==> config.mk <==
export PLATFORM = sky130hd
export DESIGN_NAME = spi_rx_ring
export DESIGN_NICKNAME = d
export VERILOG_FILES = /design/src/rtl/spi_rx_ring_pkg.sv /design/src/rtl/rxr_cursor.sv /design/src/rtl/rxr_events.sv /design/src/rtl/rxr_ctrl.sv /design/src/rtl/spi_rx_ring.sv
export SDC_FILE = /design/constraint.sdc
export NUM_CORES = 1
export LEC_CHECK = 0
export BUFFER_PORTS_ARGS = -buffer_cell sky130_fd_sc_hd__clkbuf_2
export CAP_MARGIN = 20
export CORE_UTILIZATION = 57
export CTS_CLUSTER_DIAMETER = 80
export CTS_CLUSTER_SIZE = 14
export DETAILED_ROUTE_END_ITERATION = 10
export PLACE_DENSITY = 0.83
export SKIP_CTS_REPAIR_TIMING = 1
export SYNTH_ARGS = -nofsm -noshare
export SYNTH_HDL_FRONTEND = slang
export SYNTH_SLANG_ARGS = --single-unit
==> constraint.sdc <==
create_clock -name clk_i -period 3.2 [get_ports clk_i]
set_input_delay 0 -clock clk_i [delete_from_list [all_inputs] [get_ports clk_i]]
set_output_delay 0 -clock clk_i [all_outputs]
set_load 0.02 [all_outputs]
==> src/rtl/spi_rx_ring_pkg.sv <==
package spi_rx_ring_pkg;
  localparam int DW      = 16;
  localparam int EVW     = 2;
  localparam int B_OWN   = 15;
  localparam int B_WRAP  = 13;
  localparam int B_INT   = 12;
  localparam int B_LAST  = 11;
  localparam int B_CONT  = 9;
  localparam int B_OVR   = 1;
  localparam int B_MME   = 0;
  localparam int OFF_ST  = 0;
  localparam int OFF_LEN = 2;
  localparam int OFF_PH  = 4;
  localparam int OFF_PL  = 6;
  localparam int DSTEP   = 8;
  localparam logic [DW-1:0] KEEP_MASK =
    ~((DW'(1) << B_OWN) | (DW'(1) << B_LAST) | (DW'(1) << B_OVR) | (DW'(1) << B_MME));

  typedef enum logic [3:0] {
    S_INIT, S_RD_ST, S_CK_ST, S_RD_PH, S_RD_PL, S_CP_PL, S_RECV, S_WR_LEN, S_WR_ST
  } rx_state_e;
endpackage

==> src/rtl/rxr_cursor.sv <==
module rxr_cursor #(
  parameter int AW = 16
) (
  input  logic          clk_i,
  input  logic          rst_ni,
  input  logic [AW-1:0] base_i,
  input  logic          load_i,
  input  logic          adv_i,
  input  logic          wrap_i,
  output logic [AW-1:0] cur_o
);
  import spi_rx_ring_pkg::*;

  logic [AW-1:0] cur_q;

  always_ff @(posedge clk_i or negedge rst_ni) begin
    if (!rst_ni)                      cur_q <= '0;
    else if (load_i || (adv_i && wrap_i)) cur_q <= base_i;
    else if (adv_i)                   cur_q <= cur_q + AW'(DSTEP);
  end

  assign cur_o = cur_q;

  assert_step_R8: assert property (@(posedge clk_i) disable iff (!rst_ni)
    (adv_i && !wrap_i && !load_i) |=> (cur_q == $past(cur_q) + AW'(DSTEP)));
  assert_wrap_R8: assert property (@(posedge clk_i) disable iff (!rst_ni)
    (adv_i && wrap_i) |=> (cur_q == $past(base_i)));
endmodule

==> src/rtl/rxr_events.sv <==
module rxr_events #(
  parameter int EW = 2
) (
  input  logic          clk_i,
  input  logic          rst_ni,
  input  logic [EW-1:0] set_i,
  input  logic [EW-1:0] clr_i,
  input  logic [EW-1:0] mask_i,
  output logic [EW-1:0] evt_o,
  output logic          irq_o
);
  logic [EW-1:0] evt_q;

  always_ff @(posedge clk_i or negedge rst_ni) begin
    if (!rst_ni) evt_q <= '0;
    else         evt_q <= (evt_q & ~clr_i) | set_i;
  end

  assign evt_o = evt_q;
  assign irq_o = |(evt_q & mask_i);

  assert_set_R9: assert property (@(posedge clk_i) disable iff (!rst_ni)
    set_i[0] |=> evt_q[0]);
  assert_clr_R11: assert property (@(posedge clk_i) disable iff (!rst_ni)
    (|(clr_i & ~set_i)) |=> ((evt_q & $past(clr_i & ~set_i)) == '0));
endmodule

==> src/rtl/rxr_ctrl.sv <==
module rxr_ctrl #(
  parameter int AW = 16,
  parameter int LW = 16
) (
  input  logic          clk_i,
  input  logic          rst_ni,
  input  logic [AW-1:0] cur_i,
  input  logic [LW-1:0] max_len_i,
  input  logic          master_mode_i,
  input  logic          rx_valid_i,
  input  logic [7:0]    rx_data_i,
  input  logic          rx_eof_i,
  input  logic          mm_err_i,
  output logic          mem_req_o,
  output logic          mem_we_o,
  output logic [AW-1:0] mem_addr_o,
  output logic [15:0]   mem_wdata_o,
  output logic [1:0]    mem_be_o,
  input  logic [15:0]   mem_rdata_i,
  output logic          load_o,
  output logic          adv_o,
  output logic          wrap_o,
  output logic          done_o,
  output logic          drop_o
);
  import spi_rx_ring_pkg::*;

  rx_state_e     state_q, state_d;
  logic [DW-1:0] st_q, st_d;
  logic [31:0]   ptr_q, ptr_d;
  logic [LW-1:0] cnt_q, cnt_d, cnt_inc;
  logic          fin_l_q, fin_l_d, fin_me_q, fin_me_d, ov_q;
  logic          keep_own;
  logic [AW-1:0] byte_addr;
  logic [DW-1:0] close_st;

  assign cnt_inc   = cnt_q + LW'(1);
  assign byte_addr = AW'(ptr_q + 32'(cnt_q));
  assign keep_own  = st_q[B_CONT] && master_mode_i;
  assign close_st  = (st_q & KEEP_MASK) | (DW'(keep_own) << B_OWN) |
                     (DW'(fin_l_q) << B_LAST) | (DW'(ov_q) << B_OVR) |
                     (DW'(fin_me_q) << B_MME);
  assign drop_o    = rx_valid_i && (state_q != S_RECV);

  always_comb begin
    state_d = state_q; st_d = st_q; ptr_d = ptr_q; cnt_d = cnt_q;
    fin_l_d = fin_l_q; fin_me_d = fin_me_q;
    mem_req_o = 1'b0; mem_we_o = 1'b0; mem_addr_o = cur_i;
    mem_wdata_o = '0; mem_be_o = 2'b11;
    load_o = 1'b0; adv_o = 1'b0; wrap_o = 1'b0; done_o = 1'b0;
    unique case (state_q)
      S_INIT: begin
        load_o  = 1'b1;
        state_d = S_RD_ST;
      end
      S_RD_ST: begin
        mem_req_o  = 1'b1;
        mem_addr_o = cur_i + AW'(OFF_ST);
        state_d    = S_CK_ST;
      end
      S_CK_ST: begin
        st_d    = mem_rdata_i;
        state_d = mem_rdata_i[B_OWN] ? S_RD_PH : S_RD_ST;
      end
      S_RD_PH: begin
        mem_req_o  = 1'b1;
        mem_addr_o = cur_i + AW'(OFF_PH);
        state_d    = S_RD_PL;
      end
      S_RD_PL: begin
        ptr_d[31:16] = mem_rdata_i;
        mem_req_o    = 1'b1;
        mem_addr_o   = cur_i + AW'(OFF_PL);
        state_d      = S_CP_PL;
      end
      S_CP_PL: begin
        ptr_d[15:0] = mem_rdata_i;
        cnt_d       = '0;
        fin_l_d     = 1'b0;
        fin_me_d    = 1'b0;
        state_d     = S_RECV;
      end
      S_RECV: begin
        if (mm_err_i) begin
          fin_me_d = 1'b1;
          fin_l_d  = 1'b0;
          state_d  = S_WR_LEN;
        end else begin
          if (rx_valid_i) begin
            mem_req_o   = 1'b1;
            mem_we_o    = 1'b1;
            mem_addr_o  = {byte_addr[AW-1:1], 1'b0};
            mem_wdata_o = {rx_data_i, rx_data_i};
            mem_be_o    = byte_addr[0] ? 2'b01 : 2'b10;
            cnt_d       = cnt_inc;
          end
          if (rx_eof_i || (rx_valid_i && cnt_inc == max_len_i)) begin
            fin_l_d = rx_eof_i;
            state_d = S_WR_LEN;
          end
        end
      end
      S_WR_LEN: begin
        mem_req_o   = 1'b1;
        mem_we_o    = 1'b1;
        mem_addr_o  = cur_i + AW'(OFF_LEN);
        mem_wdata_o = 16'(cnt_q);
        state_d     = S_WR_ST;
      end
      S_WR_ST: begin
        mem_req_o   = 1'b1;
        mem_we_o    = 1'b1;
        mem_addr_o  = cur_i + AW'(OFF_ST);
        mem_wdata_o = close_st;
        adv_o       = 1'b1;
        wrap_o      = st_q[B_WRAP];
        done_o      = st_q[B_INT];
        state_d     = S_RD_ST;
      end
      default: state_d = S_INIT;
    endcase
  end

  always_ff @(posedge clk_i or negedge rst_ni) begin
    if (!rst_ni) begin
      state_q <= S_INIT; st_q <= '0; ptr_q <= '0; cnt_q <= '0;
      fin_l_q <= 1'b0; fin_me_q <= 1'b0; ov_q <= 1'b0;
    end else begin
      state_q  <= state_d; st_q <= st_d; ptr_q <= ptr_d; cnt_q <= cnt_d;
      fin_l_q  <= fin_l_d; fin_me_q <= fin_me_d;
      ov_q     <= (ov_q && state_q != S_WR_ST) || drop_o;
    end
  end

  assert_owned_write_R3: assert property (@(posedge clk_i) disable iff (!rst_ni)
    (mem_we_o && state_q == S_RECV) |-> st_q[B_OWN]);
  assert_len_bound_R4: assert property (@(posedge clk_i) disable iff (!rst_ni)
    (state_q == S_WR_LEN) |-> (mem_wdata_o <= 16'(max_len_i)));
  assert_release_R7: assert property (@(posedge clk_i) disable iff (!rst_ni)
    (state_q == S_WR_ST && !(st_q[B_CONT] && master_mode_i)) |-> !mem_wdata_o[B_OWN]);
  assert_ov_report_R10: assert property (@(posedge clk_i) disable iff (!rst_ni)
    (state_q == S_WR_ST && ov_q) |-> mem_wdata_o[B_OVR]);
  assert_ov_drain_R10: assert property (@(posedge clk_i) disable iff (!rst_ni)
    (state_q == S_WR_ST && !drop_o) |=> !ov_q);
endmodule

==> src/rtl/spi_rx_ring.sv <==
module spi_rx_ring #(
  parameter int AW = 16,
  parameter int LW = 16
) (
  input  logic          clk_i,
  input  logic          rst_ni,
  input  logic [AW-1:0] ring_base_i,
  input  logic [LW-1:0] max_len_i,
  input  logic          master_mode_i,
  input  logic          rx_valid_i,
  input  logic [7:0]    rx_data_i,
  input  logic          rx_eof_i,
  input  logic          mm_err_i,
  output logic          mem_req_o,
  output logic          mem_we_o,
  output logic [AW-1:0] mem_addr_o,
  output logic [15:0]   mem_wdata_o,
  output logic [1:0]    mem_be_o,
  input  logic [15:0]   mem_rdata_i,
  input  logic [1:0]    evt_clr_i,
  input  logic [1:0]    evt_mask_i,
  output logic [1:0]    evt_o,
  output logic          irq_o
);
  import spi_rx_ring_pkg::*;

  logic [AW-1:0] cur;
  logic load, adv, wrap, done, drop;

  rxr_cursor #(.AW(AW)) u_cursor (
    .clk_i, .rst_ni, .base_i(ring_base_i), .load_i(load), .adv_i(adv),
    .wrap_i(wrap), .cur_o(cur)
  );

  rxr_ctrl #(.AW(AW), .LW(LW)) u_ctrl (
    .clk_i, .rst_ni, .cur_i(cur), .max_len_i, .master_mode_i,
    .rx_valid_i, .rx_data_i, .rx_eof_i, .mm_err_i,
    .mem_req_o, .mem_we_o, .mem_addr_o, .mem_wdata_o, .mem_be_o, .mem_rdata_i,
    .load_o(load), .adv_o(adv), .wrap_o(wrap), .done_o(done), .drop_o(drop)
  );

  rxr_events #(.EW(EVW)) u_events (
    .clk_i, .rst_ni, .set_i({drop, done}), .clr_i(evt_clr_i),
    .mask_i(evt_mask_i), .evt_o, .irq_o
  );
endmodule

### Yosys cells after proc, flatten, opt, wreduce, memory -nomap -nowiden

Index checks and enable logic that the tools add are counted.

* register bits: 72
* input bits: 66
* logic and storage cells: 88

* add/sub/neg operators: 6
* equality and inequality tests: 15
* multiplexer cells: 32
* bitwise operators: 8
* reductions and logical operators: 18

Operators with widths (number)
* two-way mux 16 bit: 8
* one-hot mux 16 bit (4 select lines): 1
* one-hot mux 16 bit (3 select lines): 1
* adder 16 x 3 -> 16 bit (second input constant): 2
* one-hot mux 16 bit (2 select lines): 1
* one-hot mux 4 bit (8 select lines): 1
* adder 16 x 1 -> 16 bit (second input constant): 1
* adder 16 bit: 1
* adder 16 x 2 -> 16 bit (second input constant): 1
* adder 16 x 4 -> 16 bit (second input constant): 1
* == test 16 bit: 1
* == test 4 x 3 -> 1 bit (second input constant): 4
* bitwise OR 15 x 16 -> 16 bit: 1
* bitwise OR 16 x 1 -> 16 bit: 1
* bitwise OR 16 x 12 -> 16 bit: 1
* bitwise OR 16 x 2 -> 16 bit: 1
* two-way mux 2 bit: 5
* two-way mux 1 bit: 9
* == test 4 x 2 -> 1 bit (second input constant): 2
* two-way mux 4 bit: 2
* one-hot mux 1 bit (2 select lines): 4
* != test 2 bit (second input constant): 3
* OR reduction 2 bit: 3
* logical AND 1 bit: 5
* other kinds (14): 19

### Depth between registers and ports, before layout

Gate-level depths: netlist of run 1.

* word-level depth: 7
* depth in mapped cells: 12
* mapped depth without buffers: 10

### By module

From an unflattened synthesis of run 1, not the netlist that was laid out.

* cell total of the unflattened synthesis: 649
* area total of the unflattened synthesis: 5426.5 µm²

Modules (own cells, without submodules)
* rxr_ctrl: times used 1, cells each 541, area an instance 4428.0 µm²
* rxr_cursor: times used 1, cells each 101, area an instance 915.9 µm²
* rxr_events: times used 1, cells each 7, area an instance 82.6 µm²

### Worst setup path after synthesis of run 1

No wires, ideal clock.

* path type: reg-to-output
* from: register u_ctrl.state_q[3]
* to: output mem_addr_o[9]
* arrival: 2.586 ns
* setup slack: 0.614 ns
* stages on the path, launching flop included: 13
* buffers on the path: 3
* path through: dfrtp_1 nand2b_1 clkbuf_1 nor2_1 clkbuf_1 fa_1 clkbuf_1 inv_1 a31oi_1 o22ai_1 o21ai_0 o21ai_0 o21ai_0

* word-level cells in the longest chain between the ends: 2
* elaborated cells on any way between the ends: 5

Ends and longest elaborated chain
* from (decl): line rxr_ctrl.sv:28 `rx_state_e state_q, state_d;`
* from (signal assigned): line rxr_ctrl.sv:129 `state_q <= state_d; st_q <= st_d; ptr_q <= ptr_d; cnt_q <= cnt_d;`
* == test 4 x 3 -> 1 bit or == test 4 x 2 -> 1 bit (tied branches): line rxr_ctrl.sv:51 `unique case (state_q)`
* one-hot mux 16 bit (4 select lines) (*): line rxr_ctrl.sv:51
* to (decl): line spi_rx_ring.sv:16 `output logic [AW-1:0] mem_addr_o,`

Every way passes the cells marked *; elsewhere a longest branch is shown, timed or not.

### Worst setup path after layout of run 1

* from: register u_ctrl.cnt_q[7]
* to: output mem_addr_o[13]

* word-level cells in the longest chain between the ends: 4

Ends and longest elaborated chain
* from (decl): line rxr_ctrl.sv:31 `logic [LW-1:0] cnt_q, cnt_d, cnt_inc;`
* from (signal assigned): line rxr_ctrl.sv:129
* adder 16 bit: line rxr_ctrl.sv:38 `assign byte_addr = AW'(ptr_q + 32'(cnt_q));`
* two-way mux 16 bit: line rxr_ctrl.sv:89 `if (rx_valid_i) begin`
* two-way mux 16 bit: line rxr_ctrl.sv:84 `if (mm_err_i) begin`
* one-hot mux 16 bit (4 select lines): line rxr_ctrl.sv:51

No other way between the ends.

==> results of run 1 <==
-- layout make-up --
class / instances / area [um^2] / share of cell area, %
well taps: 129 / 161 / 2.46
inverters: 20 / 75.1 / 1.14
multi-input cells: 572 / 3450 / 52.5
clock inverters: 3 / 46.3 / 0.705
repair buffers: 153 / 966 / 14.7
flip-flops and latches: 69 / 1730 / 26.3
clock buffers: 12 / 145 / 2.21
-- state kept, by name (all words and copies together), names as in the netlist --
name and count:
u_ctrl.st_q 12, u_ctrl.cnt_q 16, u_events.evt_o 2, u_ctrl.ptr_q 16
u_ctrl.fin_me_q 1, u_ctrl.fin_l_q 1, u_ctrl.ov_q 1, u_cursor.cur_o 16
u_ctrl.state_q 4
-- metrics by stage --
step,setup TNS (ns),worst slack (ns)
floorplan,0,0.614
finish,0,0.177
global placement,0,0.668
global route,-0.00111,-0.00111
detailed placement,0,0.605
CTS,0,0.172
-- logic make-up after synthesis --
family | after synthesis | share of synthesized area (%)
buf+inv | 66 | 4.75
flops | 69 | 31.8
xor+xnor | 38 | 6.14
compound gates | 205 | 23.4
fa+ha+maj | 21 | 5.12
simple gates | 289 | 24.8
mux | 19 | 3.85
-- tightest hold or removal path: cells and delay by family --
family / cells / cell delay, ns
buffers and inverters: 1 / 0.07
AO/OA/AOI/OAI: 2 / 0.18
-- where the power goes --
group          internal (mW)  total (mW)  leakage, nW  switching, mW
combinational           1.17        3.05         2.08           1.88
sequential              1.20        1.62        0.849          0.421
clock                  0.379       0.742       0.0927          0.362
total                   2.75        5.41         3.02           2.67
-- per-layer routing --
metal / up-vias / part of all wire, % / global-route usage, %
met1: 2716 / 40 / 44.9
li1: 2767 / - / -
met2: 299 / 48 / 57.8
met3: 64 / 7.6 / 7.31
met5: - / 0 / 0
met4: 0 / 4.0 / 19.3
-- synthesized netlist by cell type (6+ instances only) --
cell type,instances
a21o_1,6
a21oi_1,50
a22oi_1,8
a31oi_1,11
and2_1,6
and3_1,8
buf_2,8
clkbuf_1,38
dfrtp_1,69
ha_1,19
inv_1,20
mux2_2,15
nand2_1,119
nand2b_1,7
nand3_1,30
nand4_1,12
nor2_1,61
nor2b_1,7
nor3_1,15
o21a_1,6
o21ai_0,64
o22ai_1,10
o31ai_1,6
xnor2_1,21
xor2_1,17
-- path summary, 6_finish.rpt --
check	from	to	slack, ns
worst max-delay path	u_ctrl.cnt_q[7]$_DFFE_PN0P_	mem_addr_o[13]	0.18
worst min-delay path	ring_base_i[10]	u_cursor.cur_o[10]$_DFFE_PN0N_	-0.05
worst max register to register	u_ctrl.cnt_q[0]$_DFFE_PN0P_	u_ctrl.fin_l_q$_DFFE_PN0P_	0.58
worst min register to register	u_ctrl.ptr_q[8]$_DFFE_PN0P_	u_ctrl.ptr_q[8]$_DFFE_PN0P_	0.48
max in group asynchronous	rst_ni	u_ctrl.state_q[0]$_DFFE_PN0P_	2.05
min in group asynchronous	rst_ni	u_cursor.cur_o[6]$_DFFE_PN0N_	0.11
==> tab_implementation.tex, run 1 <==
\begin{tabular}{lr}
\hline
Metric & Value \\
\hline
\multicolumn{2}{l}{\textbf{Synth}} \\
\quad Prevailing post-synth register cell & dfrtp\_1 \\
\quad Biggest area contributors in the synthesized netlist & dfrtp\_1, nand2\_1, o21ai\_0 \\
\quad Mean instance size in the synthesized netlist & about 7.7 um\^{}2 \\
\quad Post-synth EDFFs & 0 \\
\quad Syn Std Cell Area & roughly 5400 um\^{}2 \\
\quad Warnings, synthesis & 0 \\
\quad Async set or reset register ratio after synthesis & 100\% \\
\quad Cell accounting for the most synthesized area & dfrtp\_1 \\
\quad Share of the synthesized area in the top cell type & a little under a third \\
\quad Number of storage elements in the synthesis netlist & just under 70 \\
\quad Synth unique cells & between 60 and 70 \\
\quad Gate Count Post-Synth & slightly above 700 \\
\quad Synthesized net count & a little under 800 \\
\quad Post-synthesis sequential area ratio & 31.8\% \\
\multicolumn{2}{l}{\textbf{Placement}} \\
\quad Number of cells in the design after placement & between 900 and 1000 \\
\quad IO Port Bufs & roughly 100 \\
\quad Placer Congestion & $\sim$0.95 \\
\quad Post-DP HPWL & between 10 and 15 mm \\
\quad Post-DP Area & between 6000 and 7000 um\^{}2 \\
\multicolumn{2}{l}{\textbf{Floorplan}} \\
\quad Std-Cell Core Area & $\sim$9000 um\^{}2 \\
\quad Area of the die & about 9900 um\^{}2 \\
\quad Die Height & 99.5 um \\
\quad Width of the chip & approximately 100 um \\
\quad Initial core utilization & between 50\% and 60\% \\
\quad \# rows & 35 \\
\quad Ports & approximately 110 \\
\multicolumn{2}{l}{\textbf{Critical path}} \\
\quad Cell at the slowest stage of the critical path & dfrtp\_1 \\
\quad Data arrival time at the worst-slack endpoint & 3.02 ns \\
\quad Worst setup EP type & output port \\
\quad Crit-path cells & ha\_1 -> and3\_1 -> o211a\_1 -> o21ai\_0 -> and2\_1 -> or4b\_1 -> a31o\_2 -> nand4\_1 -> clkbuf\_2 \\
\quad WP depth & 9 \\
\quad Buffering stage count on the worst path with inverters included & 1 \\
\quad Peak fanout along the critical path & 9 \\
\quad Max incr delay on CP & between 0.5 and 0.6 ns \\
\quad Crit Path Class & flip-flop to output port \\
\quad Cell family contributing the most delay on the critical path & simple AND/OR/NAND/NOR gates \\
\quad CP Launch Type & flip-flop \\
\quad Worst Path Required & 3.20 ns \\
\quad Worst Reg-to-Reg Cells & 8 \\
\multicolumn{2}{l}{\textbf{Timing}} \\
\quad Pins over their slew limit & 0 \\
\quad Worst Clk Skew & between 0.01 and 0.015 ns \\
\quad Final hold slack & -0.0480 ns \\
\quad Slew at the pin closest to its max-slew limit & $\sim$1.1 ns \\
\quad Max-Slew Margin vs Limit & a little over a quarter \\
\quad Maximum clock frequency & around 330 MHz \\
\quad Final critical path time including I/O delays and setup & 3.02 ns \\
\quad Number of setup violations in the final report & 0 \\
\quad Tcrit/Tclk final & 94.5\% \\
\quad Fin. Hold Viols & 4 \\
\multicolumn{2}{l}{\textbf{Drt}} \\
\quad Drc violations & 0 \\
\quad DR vias & 5846 \\
\quad Routed Antenna Nets & 0 \\
\quad Final WL & about 18 mm \\
\quad Detailed-router iteration count before antenna repair & 7 \\
\quad Routed vias/inst & 6.10 \\
\quad Per-cell routed wire length & approximately 18 um \\
\quad Iteration-0 DRC Markers & 484 \\
\multicolumn{2}{l}{\textbf{Final layout}} \\
\quad Commonest non-fill, non-tap cell in the layout & nand2\_1 \\
\quad Fraction of layout cells with a size suffix above 1 & just under 20\% \\
\quad Util after Layout & 71.1\% \\
\quad Non-filler cells in the finished layout & about 960 \\
\quad Layout fillers & 771 \\
\quad Antenna Cells & 0 \\
\quad Most used cells in the layout excluding fill and tap cells & nand2\_1, clkbuf\_2, dfrtp\_1, o21ai\_0, nor2\_1 \\
\quad Fin area & 6570 um\^{}2 \\
\quad Layout-stage area growth over the synthesis result & 21.1\% \\
\quad Count of nets after finishing & 912 \\
\multicolumn{2}{l}{\textbf{Job}} \\
\quad Number of maximum-capacitance constraint violations & 0 \\
\multicolumn{2}{l}{\textbf{Clock tree}} \\
\quad H-tree depth & 3 \\
\quad CTS Root Cell & clkbuf\_8 \\
\quad Clock edge transition at the registers on the reported setup and hold paths & roughly 0.080 ns \\
\quad Worst-Skew Late Latency & 0.37 ns \\
\quad Clock sink count & 69 \\
\quad Maximum root-to-sink buffer count & 2 \\
\quad TritonCTS clock tree & yes \\
\quad Number of buffers created by CTS & 9 \\
\multicolumn{2}{l}{\textbf{Global routing}} \\
\quad Global Route Usage Sum & between 30\% and 40\% \\
\quad Largest net degree at the start of global routing & 50 \\
\quad Antenna violations before repair & 0 \\
\quad Overall overflow remaining after global route & 0 \\
\quad Via count of the first global-routing pass & 5462 \\
\quad Global-route wire length before repair & $\sim$27 mm \\
\multicolumn{2}{l}{\textbf{Status}} \\
\quad Violated checks & negative hold slack \\
\quad Run status & complete, but fails checks \\
\multicolumn{2}{l}{\textbf{Worst hold path}} \\
\quad Hold depth & 3 \\
\quad Type of the tightest min-delay check & input pin to flip-flop \\
\multicolumn{2}{l}{\textbf{Pwr}} \\
\quad Cell leakage power & around 3.0 nW \\
\quad Max IR drop VDD & 483 uV \\
\quad PD cells & 824 nW/um\^{}2 \\
\quad Power, Total & $\sim$5.4 mW \\
\hline
\end{tabular}
Note: power is estimated with default switching activity, not from simulation.
==> run 2: changes to the inputs <==
--- a/config.mk
+++ b/config.mk
@@ -9,2 +9,3 @@
 export CAP_MARGIN = 20
+export CORE_ASPECT_RATIO = 0.9
 export CORE_UTILIZATION = 57
==> constraint.sdc (replaced) <==
create_clock -name clk_i -period 3.2 [get_ports clk_i]
set_input_delay 0.32 -clock clk_i [delete_from_list [all_inputs] [get_ports clk_i]]
set_output_delay 0.32 -clock clk_i [all_outputs]
set_load 0.02 [all_outputs]
==> run 2 against run 1 <==
The flow now finishes without violations. Routed wire length increased by 0.33%. Worst hold slack improved by 0.19 ns. Sequential power hardly changed. Critical path depth grew 2. Largest cell class unchanged.
==> tab_implementation.tex, run 2 (synthesis results as in run 1) <==
\begin{tabular}{lr}
\hline
Metric & Value \\
\hline
\multicolumn{2}{l}{\textbf{Final layout}} \\
\quad Most used cells in the layout excluding fill and tap cells & nand2\_1, clkbuf\_2, dfrtp\_1, o21ai\_0, nor2\_1 \\
\quad Layout fillers & around 740 \\
\quad Layout-stage area growth over the synthesis result & 21.0\% \\
\quad Fraction of layout cells with a size suffix above 1 & approximately 25\% \\
\quad Commonest non-fill, non-tap cell in the layout & nand2\_1 \\
\quad Antenna Cells & 0 \\
\quad Count of nets after finishing & 894 \\
\multicolumn{2}{l}{\textbf{Clock tree}} \\
\quad TritonCTS clock tree & yes \\
\quad Clock sink count & 69 \\
\quad CTS Root Cell & clkbuf\_8 \\
\quad Worst-Skew Late Latency & $\sim$0.36 ns \\
\quad Number of buffers created by CTS & 9 \\
\quad Clock edge transition at the registers on the reported setup and hold paths & around 0.090 ns \\
\quad H-tree depth & 3 \\
\quad Maximum root-to-sink buffer count & 2 \\
\multicolumn{2}{l}{\textbf{Floorplan}} \\
\quad Width of the chip & 105 um \\
\quad Initial core utilization & about three fifths \\
\quad Ports & about 110 \\
\quad Std-Cell Core Area & 9170 um\^{}2 \\
\quad Area of the die & 9910 um\^{}2 \\
\quad \# rows & 33 \\
\quad Die Height & $\sim$95 um \\
\multicolumn{2}{l}{\textbf{Pwr}} \\
\quad Switching power summed over all nets & about 2.8 mW \\
\quad Int Pwr & 2.94 mW \\
\quad Share of power burned in registers & $\sim$28\% \\
\quad Net Sw Frac & about 50\% \\
\quad PD cells & 872 nW/um\^{}2 \\
\quad Clock share of power & about 14\% \\
\quad Cell leakage power & around 3.0 nW \\
\quad Comb power frac & roughly three fifths \\
\quad Power, Total & 5.73 mW \\
\quad Max IR drop VDD & between 600 and 700 uV \\
\multicolumn{2}{l}{\textbf{Timing}} \\
\quad Max-Slew Margin vs Limit & 57.3\% \\
\quad Final critical path time including I/O delays and setup & around 3.2 ns \\
\quad Worst Clk Skew & about 0.014 ns \\
\quad Fin. Hold Viols & 0 \\
\quad Slew at the pin closest to its max-slew limit & $\sim$0.64 ns \\
\quad Maximum clock frequency & 316 MHz \\
\quad Final hold slack & 0.141 ns \\
\quad Tcrit/Tclk final & between 90\% and 100\% \\
\quad Number of setup violations in the final report & 0 \\
\quad Pins over their slew limit & 0 \\
\multicolumn{2}{l}{\textbf{Critical path}} \\
\quad Crit. Startpoint & u\_ctrl.cnt\_q[0]\$\_DFFE\_PN0P\_ \\
\quad Worst setup EP type & output port \\
\quad CP Launch Type & flip-flop \\
\quad Peak fanout along the critical path & 4 \\
\quad Worst Path Required & between 2 and 3 ns \\
\quad Crit Path Class & flip-flop to output port \\
\quad RR Startpoint & u\_ctrl.cnt\_q[0]\$\_DFFE\_PN0P\_ \\
\quad Data arrival time at the worst-slack endpoint & between 2 and 3 ns \\
\multicolumn{2}{l}{\textbf{Global routing}} \\
\quad Largest net degree at the start of global routing & between 40 and 50 \\
\quad Via count of the first global-routing pass & between 5000 and 6000 \\
\quad Global-route wire length before repair & roughly 27 mm \\
\quad Overall overflow remaining after global route & 0 \\
\quad Antenna violations before repair & 0 \\
\quad Global Route Usage Sum & between 30\% and 40\% \\
\multicolumn{2}{l}{\textbf{Worst hold path}} \\
\quad Type of the tightest min-delay check & input pin to flip-flop \\
\quad Launch point of the worst hold path & evt\_clr\_i[0] \\
\multicolumn{2}{l}{\textbf{Placement}} \\
\quad Placer Congestion & $\sim$1 \\
\quad IO Port Bufs & $\sim$100 \\
\quad Post-DP HPWL & 12.7 mm \\
\multicolumn{2}{l}{\textbf{Job}} \\
\quad Number of maximum-capacitance constraint violations & 0 \\
\multicolumn{2}{l}{\textbf{Drt}} \\
\quad Final WL & approximately 18 mm \\
\quad Drc violations & 0 \\
\quad Routed Antenna Nets & 0 \\
\quad Detailed-router iteration count before antenna repair & 5 \\
\quad Routed vias/inst & between 6 and 7 \\
\quad Per-cell routed wire length & 18.9 um \\
\quad Iteration-0 DRC Markers & approximately 550 \\
\quad DR vias & roughly 6000 \\
\multicolumn{2}{l}{\textbf{Status}} \\
\quad Run status & finished, final reports clean \\
\hline
\end{tabular}
run 2: changes by cell type in the layout (fill, tap and decap cells not counted), moves of 3 or more:
cell,before,now
buf_4,18,33
clkbuf_2,103,100
dfrtp_1,68,63
dfrtp_2,1,6
dlygate4sd3_1,31,1
ha_1,19,11
ha_4,0,7
run 2: power by group through the flow:
stage          clock network (mW)  registers [mW]  logic [mW]
2_1_floorplan                   0            1.38        2.25
3_3_place_gp                    0            1.54        2.99
3_5_place_dp                    0            1.56        3.07
4_1_cts                     0.819            1.54        3.08
5_1_grt                     0.855            1.63        3.62
6_report                    0.808            1.59        3.32
run 2: per-layer routing:
layer | vias to the layer above | GRT usage, % | wire length (um)
met2 | 392 | 52.2 | 8010
met1 | 2838 | 48.6 | 7330
met5 | - | 0 | 0
met3 | 66 | 8.76 | 1800
li1 | 2737 | - | -
met4 | 0 | 12.7 | 542
run 2: area by class of cell:
class / count / area (um^2) / area share, %
multi-input cells: 572 / 3620 / 55.1
flip-flops and latches: 69 / 1730 / 26.4
repair buffers: 135 / 763 / 11.6
well taps: 122 / 153 / 2.33
clock buffers: 9 / 124 / 1.89
clock inverters: 7 / 97.6 / 1.49
inverters: 20 / 75.1 / 1.14
run 2: path summary, 6_finish.rpt:
path,slack (ns),cells after the start,end
max,0.03,11,mem_addr_o[12]
min,0.14,2,u_events.evt_o[0]$_DFF_PN0_
max reg2reg,0.33,9,u_ctrl.fin_l_q$_DFFE_PN0P_
min reg2reg,0.49,2,u_ctrl.ptr_q[10]$_DFFE_PN0P_
max in group asynchronous,2.23,3,u_ctrl.cnt_q[8]$_DFFE_PN0P_
min in group asynchronous,0.50,3,u_events.evt_o[1]$_DFF_PN0_
run 2: through the flow:
stage	utilization, %	instances	setup WS (ns)	TNS, ns	instance area [um^2]
2_1_floorplan	-	707	0.294	0	5420
3_3_place_gp	66.7	912	0.285	0	6110
3_5_place_dp	66.7	912	0.268	0	6110
4_1_cts	69.1	928	-0.206	-0.756	6330
5_1_grt	71.6	934	-0.0181	-0.0237	6560
6_report	71.6	934	0.0309	0	6560
run 2: critical path: stages, from the launching register on:
cell and delay, ns:
dfrtp_2 0.45, ha_4 0.19, inv_2 0.06, fa_2 0.22
nor2b_2 0.06, o31a_1 0.32, o21a_1 0.21, o21a_1 0.22
o211ai_1 0.21, a311oi_1 0.12, a211o_1 0.26, buf_4 0.16
==> run 3: changes to the inputs <==
- GPL_TIMING_DRIVEN: not set -> 0
==> run 3 against run 2 <==
The run now ends with negative setup slack left. Fmax is 2.4% lower. Clock-buffer cell count stayed put. Worst hold slack worse by 0.0041 ns. Via count up 1.2%. Sequential power shrank 4%. Global-route usage increased by 2.8 points. Clock skew fell by 0.0028 ns. Utilization rose by 0.85 points. Die area stayed put. Sequential share of layout area fell by 0.31 points. Critical path depth decreased by 2. Critical path type unchanged. Largest cell class unchanged. Highest routed layer unchanged.
==> tab_implementation.tex, run 3 (synthesis results as in run 1) <==
\begin{tabular}{lr}
\hline
Metric & Value \\
\hline
\multicolumn{2}{l}{\textbf{Critical path}} \\
\quad CP Launch Type & flip-flop \\
\quad Data arrival time at the worst-slack endpoint & roughly 2.9 ns \\
\quad Worst Reg-to-Reg Cells & 9 \\
\quad Crit Path Class & flip-flop to output port \\
\quad Setup slack of the most critical reg-to-reg path & between 0.2 and 0.3 ns \\
\quad Peak fanout along the critical path & 4 \\
\quad Crit. Startpoint & u\_ctrl.cnt\_q[7]\$\_DFFE\_PN0P\_ \\
\quad Worst setup EP type & output port \\
\quad Worst Path Required & 2.88 ns \\
\quad RR Startpoint & u\_ctrl.cnt\_q[0]\$\_DFFE\_PN0P\_ \\
\quad Worst R2R End & u\_ctrl.fin\_l\_q\$\_DFFE\_PN0P\_ \\
\multicolumn{2}{l}{\textbf{Drt}} \\
\quad Iteration-0 DRC Markers & between 600 and 700 \\
\quad Final WL & $\sim$19 mm \\
\quad Detailed-router iteration count before antenna repair & 6 \\
\quad Per-cell routed wire length & about 20 um \\
\quad DR vias & 6107 \\
\quad Drc violations & 0 \\
\quad Routed Antenna Nets & 0 \\
\quad Routed vias/inst & approximately 6.4 \\
\multicolumn{2}{l}{\textbf{Timing}} \\
\quad Number of setup violations in the final report & 2 \\
\quad Unrepaired setup endpoints after global routing & yes \\
\quad Max-Slew Margin vs Limit & between 20\% and 30\% \\
\quad Final setup margin & -0.0466 ns \\
\quad Fin. Hold Viols & 0 \\
\quad Final critical path time including I/O delays and setup & about 3.2 ns \\
\quad Maximum clock frequency & about 300 MHz \\
\quad Tcrit/Tclk final & 101\% \\
\quad Slew at the pin closest to its max-slew limit & approximately 1.1 ns \\
\quad Pins over their slew limit & 0 \\
\quad Final hold slack & approximately 0.14 ns \\
\quad Worst Clk Skew & approximately 0.011 ns \\
\multicolumn{2}{l}{\textbf{Floorplan}} \\
\quad \# rows & 33 \\
\quad Ports & approximately 110 \\
\quad Std-Cell Core Area & 9170 um\^{}2 \\
\quad Die Height & between 90 and 100 um \\
\quad Width of the chip & about 100 um \\
\quad Initial core utilization & 59.2\% \\
\quad Area of the die & 9910 um\^{}2 \\
\multicolumn{2}{l}{\textbf{Final layout}} \\
\quad Layout fillers & 750 \\
\quad Multi-input logic area & around 3600 um\^{}2 \\
\quad Most used cells in the layout excluding fill and tap cells & nand2\_1, clkbuf\_2, dfrtp\_1, o21ai\_0, nor2\_1 \\
\quad Fraction of layout cells with a size suffix above 1 & roughly a quarter \\
\quad Count of nets after finishing & slightly above 900 \\
\quad Commonest non-fill, non-tap cell in the layout & nand2\_1 \\
\quad Antenna Cells & 0 \\
\quad Storage element area & around 1700 um\^{}2 \\
\quad Util after Layout & roughly 72\% \\
\quad Layout-stage area growth over the synthesis result & 22.5\% \\
\multicolumn{2}{l}{\textbf{Status}} \\
\quad Violated checks & negative setup slack \\
\quad Run status & complete, but fails checks \\
\multicolumn{2}{l}{\textbf{Placement}} \\
\quad Post-DP HPWL & roughly 14 mm \\
\quad IO Port Bufs & around 100 \\
\quad Placer Congestion & roughly 1 \\
\multicolumn{2}{l}{\textbf{Pwr}} \\
\quad PD cells & about 880 nW/um\^{}2 \\
\quad Max IR drop VDD & approximately 660 uV \\
\quad Cell leakage power & between 2 and 3 nW \\
\quad Power, Total & 5.85 mW \\
\multicolumn{2}{l}{\textbf{Worst hold path}} \\
\quad Hold EP & u\_events.evt\_o[1]\$\_DFF\_PN0\_ \\
\quad Type of the tightest min-delay check & input pin to flip-flop \\
\quad Launch point of the worst hold path & evt\_clr\_i[1] \\
\quad Hold depth & 2 \\
\multicolumn{2}{l}{\textbf{Clock tree}} \\
\quad Clock edge transition at the registers on the reported setup and hold paths & around 0.080 ns \\
\quad Worst-Skew Late Latency & $\sim$0.37 ns \\
\quad TritonCTS clock tree & yes \\
\quad Number of buffers created by CTS & 9 \\
\quad CTS Root Cell & clkbuf\_8 \\
\quad Clock sink count & 69 \\
\quad Maximum root-to-sink buffer count & 2 \\
\quad H-tree depth & 3 \\
\multicolumn{2}{l}{\textbf{Job}} \\
\quad Number of maximum-capacitance constraint violations & 0 \\
\multicolumn{2}{l}{\textbf{Global routing}} \\
\quad Largest net degree at the start of global routing & 66 \\
\quad Global Route Usage Sum & a little under two fifths \\
\quad Global-route wire length before repair & between 20 and 30 mm \\
\quad Antenna violations before repair & 0 \\
\quad Via count of the first global-routing pass & approximately 5500 \\
\quad Overall overflow remaining after global route & 0 \\
\hline
\end{tabular}
run 3: cell types whose count changed in the layout (fill, tap and decap cells not counted), sizes merged:
| cell | delta |
|---|---|
| clkinv | +1 |
| inv | -2 |
| clkbuf | +34 |
| buf | -9 |
run 3: how the worst max path moves through the flow:
stage | endpoint | slack, ns
after detailed placement | mem_addr_o[9] | -0.69
final | mem_addr_o[13] | -0.05
after global routing | mem_addr_o[8] | -0.10
after floorplan | mem_addr_o[9] | 0.29
after CTS | mem_addr_o[9] | -1.11
after global placement | mem_addr_o[9] | -0.64
run 3: stage by stage:
| stage | setup TNS, ns | cells | instance area (um^2) | setup slack [ns] |
|---|---|---|---|---|
| after floorplan | 0 | 707 | 5420 | 0.294 |
| after detailed placement | -3.06 | 935 | 6130 | -0.691 |
| after global routing | -0.363 | 958 | 6640 | -0.102 |
| after global placement | -2.82 | 933 | 6100 | -0.638 |
| final | -0.0702 | 958 | 6640 | -0.0466 |
| after CTS | -9.29 | 950 | 6340 | -1.11 |
run 3: where the power goes:
group / total [mW] / switching [mW] / internal, mW
clock: 0.807 / 0.373 / 0.434
combinational: 3.53 / 2.21 / 1.32
sequential: 1.52 / 0.317 / 1.20
total: 5.85 / 2.90 / 2.96
run 3: cell type report:
type | count | share of cell area [%]
multi-input combinational | 572 | 54.4
sequential | 69 | 26.1
timing repair buffer | 118 | 10.1
buffer | 42 | 2.79
tap | 122 | 2.30
clock buffer | 9 | 1.87
clock inverter | 6 | 1.34
inverter | 20 | 1.17
run 3: critical path, stage by stage, from the launching register on:
cell and delay (ns):
dfrtp_1 0.42, ha_1 0.38, and3_2 0.27, o211a_1 0.17, o21ai_2 0.08, and2_1 0.22
or4b_1 0.48, a31o_2 0.25, nand4_1 0.10, clkbuf_2 0.18
run 3: routing by layer:
metal / share of wire, % / wire (um) / up-vias / track usage, %
met4: 2.3 / 439 / 0 / 11.7
met2: 43 / 8160 / 383 / 56.3
li1: - / - / 2783 / -
met5: 0 / 0 / - / 0
met3: 12 / 2180 / 43 / 9.66
met1: 43 / 8090 / 2898 / 53.1
